===== src/rtl/flash_wprot_pkg.sv =====
package flash_wprot_pkg;
   typedef enum logic [1:0] {
      OP_PROG  = 2'd0,
      OP_SECT  = 2'd1,
      OP_BLOCK = 2'd2,
      OP_WHOLE = 2'd3
   } wp_op_e;

   typedef struct packed {
      logic       lock;
      logic [1:0] region;
   } wp_bits_t;

   localparam wp_bits_t WP_RESET_BITS = '{lock: 1'b1, region: 2'b11};
endpackage


===== src/rtl/fwp_region.sv =====
module fwp_region #(
   parameter int ADDR_W   = 17,
   parameter bit FROM_TOP = 1'b1
) (
   input  logic [1:0]        region,
   input  logic [ADDR_W-1:0] addr,
   output logic              hit,
   output logic              any
);
   localparam int MSB = ADDR_W - 1;

   logic [1:0] top2;
   logic       unused_low;

   assign top2       = addr[MSB -: 2];
   assign unused_low = ^addr[MSB-2:0];
   assign any        = |region;

   generate
      if (FROM_TOP) begin : g_top
         always_comb begin
            case (region)
               2'b01:   hit = (top2 == 2'b11);
               2'b10:   hit = top2[1];
               2'b11:   hit = 1'b1;
               default: hit = 1'b0;
            endcase
         end
      end else begin : g_bottom
         always_comb begin
            case (region)
               2'b01:   hit = (top2 == 2'b00);
               2'b10:   hit = ~top2[1];
               2'b11:   hit = 1'b1;
               default: hit = 1'b0;
            endcase
         end
      end
   endgenerate
endmodule


===== src/rtl/fwp_sreg.sv =====
module fwp_sreg
   import flash_wprot_pkg::*;
(
   input  logic     clk,
   input  logic     rst_n,
   input  logic     wp_n,
   input  logic     cmd_wren,
   input  logic     cmd_ewsr,
   input  logic     cmd_wrsr,
   input  wp_bits_t wr_bits,
   input  logic     cmd_other,
   input  logic     req_fire,
   input  logic     grant_now,
   output wp_bits_t bits_q,
   output logic     wel_q
);
   logic pend_q;
   logic frozen;
   logic wr_ok;
   logic any_instr;

   assign frozen    = bits_q.lock & ~wp_n;
   assign wr_ok     = cmd_wrsr & pend_q & ~frozen;
   assign any_instr = cmd_wren | cmd_wrsr | cmd_other | req_fire;

   always_ff @(posedge clk or negedge rst_n) begin
      if (!rst_n) begin
         bits_q <= WP_RESET_BITS;
         wel_q  <= 1'b0;
         pend_q <= 1'b0;
      end else begin
         if (wr_ok)
            bits_q <= wr_bits;
         if (cmd_wren)
            wel_q <= 1'b1;
         else if (grant_now)
            wel_q <= 1'b0;
         if (cmd_ewsr)
            pend_q <= 1'b1;
         else if (any_instr)
            pend_q <= 1'b0;
      end
   end
endmodule


===== src/rtl/fwp_judge.sv =====
module fwp_judge
   import flash_wprot_pkg::*;
#(
   parameter int ADDR_W   = 17,
   parameter bit FROM_TOP = 1'b1
) (
   input  logic              clk,
   input  logic              rst_n,
   input  logic              req_valid,
   input  logic [1:0]        req_op,
   input  logic [ADDR_W-1:0] req_addr,
   input  logic [1:0]        region,
   input  logic              wel,
   output logic              grant_now,
   output logic              res_valid,
   output logic              res_grant
);
   logic   hit;
   logic   any;
   logic   permit;
   wp_op_e op;

   fwp_region #(.ADDR_W(ADDR_W), .FROM_TOP(FROM_TOP)) u_region (
      .region (region),
      .addr   (req_addr),
      .hit    (hit),
      .any    (any)
   );

   assign op        = wp_op_e'(req_op);
   assign permit    = wel & ((op == OP_WHOLE) ? ~any : ~hit);
   assign grant_now = req_valid & permit;

   always_ff @(posedge clk or negedge rst_n) begin
      if (!rst_n) begin
         res_valid <= 1'b0;
         res_grant <= 1'b0;
      end else begin
         res_valid <= req_valid;
         res_grant <= grant_now;
      end
   end
endmodule


===== src/rtl/flash_wprot.sv =====
module flash_wprot
   import flash_wprot_pkg::*;
#(
   parameter int ADDR_W   = 17,
   parameter bit FROM_TOP = 1'b1
) (
   input  logic              clk,
   input  logic              rst_n,
   input  logic              wp_n,
   input  logic              cmd_wren,
   input  logic              cmd_ewsr,
   input  logic              cmd_wrsr,
   input  logic [2:0]        wrsr_data,
   input  logic              cmd_other,
   input  logic              req_valid,
   input  logic [1:0]        req_op,
   input  logic [ADDR_W-1:0] req_addr,
   output logic [1:0]        stat_bp,
   output logic              stat_bpl,
   output logic              stat_wel,
   output logic              res_valid,
   output logic              res_grant
);
   generate
      if (ADDR_W < 3) begin : g_bad_width
         $error("flash_wprot: ADDR_W must be at least 3");
      end
   endgenerate

   wp_bits_t bits_q;
   logic     wel_q;
   logic     grant_now;

   fwp_sreg u_sreg (
      .clk       (clk),
      .rst_n     (rst_n),
      .wp_n      (wp_n),
      .cmd_wren  (cmd_wren),
      .cmd_ewsr  (cmd_ewsr),
      .cmd_wrsr  (cmd_wrsr),
      .wr_bits   (wp_bits_t'(wrsr_data)),
      .cmd_other (cmd_other),
      .req_fire  (req_valid),
      .grant_now (grant_now),
      .bits_q    (bits_q),
      .wel_q     (wel_q)
   );

   fwp_judge #(.ADDR_W(ADDR_W), .FROM_TOP(FROM_TOP)) u_judge (
      .clk       (clk),
      .rst_n     (rst_n),
      .req_valid (req_valid),
      .req_op    (req_op),
      .req_addr  (req_addr),
      .region    (bits_q.region),
      .wel       (wel_q),
      .grant_now (grant_now),
      .res_valid (res_valid),
      .res_grant (res_grant)
   );

   assign stat_bp  = bits_q.region;
   assign stat_bpl = bits_q.lock;
   assign stat_wel = wel_q;
endmodule


===== config.mk =====
export PLATFORM = sky130hd
export DESIGN_NAME = flash_wprot
export DESIGN_NICKNAME = d
export VERILOG_FILES = /design/src/rtl/flash_wprot_pkg.sv /design/src/rtl/fwp_region.sv /design/src/rtl/fwp_sreg.sv /design/src/rtl/fwp_judge.sv /design/src/rtl/flash_wprot.sv
export SDC_FILE = /design/constraint.sdc
export NUM_CORES = 1
export LEC_CHECK = 0
export BUFFER_PORTS_ARGS = -buffer_cell sky130_fd_sc_hd__buf_4
export CAP_MARGIN = 0
export CORE_AREA = 5 5 42 44
export DETAILED_ROUTE_END_ITERATION = 12
export DIE_AREA = 0 0 47 49
export GPL_ROUTABILITY_DRIVEN = 0
export PLACE_DENSITY = 0.7
export SYNTH_ARGS = -nofsm -noshare
export SYNTH_HDL_FRONTEND = slang
export SYNTH_SLANG_ARGS = --single-unit
export TNS_END_PERCENT = 10

===== constraint.sdc =====
create_clock -name clk -period 1.25 [get_ports clk]
set_input_delay 0.375 -clock clk [delete_from_list [all_inputs] [get_ports clk]]
set_output_delay 0.375 -clock clk [all_outputs]
set_load 0.01 [all_outputs]

==> metrics.txt <==
status finished, violations left; final setup fails 3; sequential-to-total area share from yosys stat 59.83%; Port Buffers 20; DRC 0; Starting Density 21.34%; worst vdd ir 483.0 uV; fin area 549.3 um2; fill count 151; antenna violations before repair 0; CP max-delay cell dfstp_2; gr ovfl total 0; setup tns final -32.96 ps; reg2reg end u_sreg.wel_q$_DFFE_PN0P_; CTS tree done; GR Util All Layers 8.215%; Required @ worst endpoint 880 ps; DP Worst Slack 77.84 ps; Mapped Area 299.0 um2; length in cells of the worst reg-to-reg path 4; CP Buf/Inv Count 1; CORE AREA 1401 um2; top_reg_cell synth dfrtp_1; RSZ-0062 raised after global routing true; DRT antenna net count 0; largest net degree at the start of global routing 8; clk buf depth 2; Netlist cell types 15; CP Data Arrival Time 890 ps; synth cell count leaders dfrtp_1, dfstp_2, inv_1; Inserted Clock Buffers 3; vias in the first global route 320; Post-synth EDFFs 0; DPL Wire Length 620.5 um; static leakage 0.0002658 uW; Met1 Wirelength 291 um; Area Growth Syn to Fin 83.68%; syn nets 54; Hold Path Class input port to flop; dpl cell area 469.2 um2; skew final 1.223 ps; fin crit share 101.1%; first-pass GRT wire length 1.290 mm; CP cell instances buf_6; Hold Path Cell Cnt 1; Slew HR 85.03%; Slew Viols, Final 0; Crit Path Max Fanout 2; dpl cells 60; Max Clk Rate 791.3 MHz; WL/cell 11.96 um; worst reg2reg path startpoint u_sreg.bits_q[1]$_DFFE_PN1P_; failing checks setup timing; Final Instance Count excl. Fillers 68; Crit. End Element output pin; die height 49 um; hold_sp req_valid; crit-path leading delay family flip-flops; WL met2 446 um; vias per inst 4.412; DR pass1 iterations 2; top cells by area, synth dfrtp_1, dfstp_2, mux2_2, a221oi_2, inv_1; root cell of the clock tree clkbuf_4; Worst Tran Pin Value 223.2 ps; routed wire length 813 um; flop2flop setup slack 80 ps; top layer in use met3; DIE WIDTH 47 um; # IOs 36; Crit. Startpoint u_sreg.bits_q[2]$_DFFE_PN1P_; final hold vios 0; kind of critical path flop to output pin; Tmin final 1264 ps; Yosys reg bits 7; Power, Total 723.5 uW; later-pin clock latency in the skew report 250 ps; DRT iter0 DRCs 1; clk sinks 7; layout cells sized above 1 69.23%; via count 300; die area 2303 um2; count leader, synth dfrtp_1; final worst slack -13.70 ps; power density cells 1317 nW/um2; mean post-synth cell area 12.46 um2; Synth Instances 24; share of the synthesized area in the top cell type 33.47%; slowest cell delay on critical path 540 ps; warnings from Yosys 0; Reg clk slew, reported paths 50 ps; Layout Nets 83; maxcap violations 0; ys async rst share 100.0%; H-Tree Depth 1; ant diodes 0; met3 wire length 75 um; CP Launch Type flop; row cnt 14; post-synth top area cell dfrtp_1; Hold EP u_judge.res_valid$_DFF_PN0_
[registers in the layout (all words and copies together), names as in the netlist]
signal / flops
u_judge.res_valid: 1
u_sreg.wel_q: 1
u_judge.res_grant: 1
u_sreg.bits_q: 3
u_sreg.pend_q: 1
[area by class of cell]
type / instances / area (um2) / share of cell area [%]
clock buffer: 4 / 26.28 / 4.784
inverter: 3 / 11.26 / 2.050
multi-input combinational: 14 / 118.9 / 21.64
sequential: 7 / 178.9 / 32.57
tap: 16 / 20.02 / 3.645
timing repair buffer: 24 / 193.9 / 35.31
[layer usage]
metal	GRT usage (%)	vias to the layer above
li1	-	143
met2	13.12	10
met1	7.383	147
met5	0	-
met3	5.904	0
met4	4.147	0
[repair_timing]
item	CTS	global route
setup endpoints to repair	3	5
hold buffers	1	0
hold endpoints to repair	4	0
resized for setup	3	2
setup buffers	3	0
[where the power goes]
part / total, uW / switching [uW] / internal (uW)
sequential: 295 / 21.8 / 273
combinational: 220 / 83.1 / 137
clock: 208 / 86.3 / 122
total: 724 / 191 / 532
[logic make-up (layout without fill, tap and decap cells)]
group | count (synthesis) | after routing | synth area share, %
buffers and inverters | 3 | 31 | 3.765
AOI/OAI and AO/OA | 7 | 7 | 21.76
muxes | 2 | 2 | 7.531
and+or+nand+nor | 5 | 5 | 7.109
DFF | 7 | 7 | 59.84
[worst max-delay path by stage]
stage,endpoint,cells after the start
finish,stat_bpl,1
global placement,u_sreg.wel_q$_DFFE_PN0P_,4
CTS,stat_bp[0],1
floorplan,u_sreg.wel_q$_DFFE_PN0P_,3
detailed placement,u_sreg.wel_q$_DFFE_PN0P_,4
global route,stat_bpl,1
[per-stage QoR]
stage	util, %	hold slack, ps
6_report	39.20	261.4
3_3_place_gp	33.48	190.6
4_1_cts	38.48	247.5
2_1_floorplan	-	79.41
3_5_place_dp	33.48	193.8
5_1_grt	39.20	247.4
[cell usage in the layout (no fill, tap or decap)]
cell type       n
a32o_1          1
mux2_2          2
dfstp_2         3
o31ai_2         1
a21o_1          1
nor3_1          1
nand3_1         1
a31o_2          1
nand2_1         1
a221oi_2        1
a21oi_2         1
clkbuf_4        3
a211oi_2        1
clkbuf_1        1
buf_4          20
inv_1           3
dlygate4sd3_1   1
nor2_1          2
dfrtp_1         4
buf_6           3
Power figures use the tool's default switching activity.
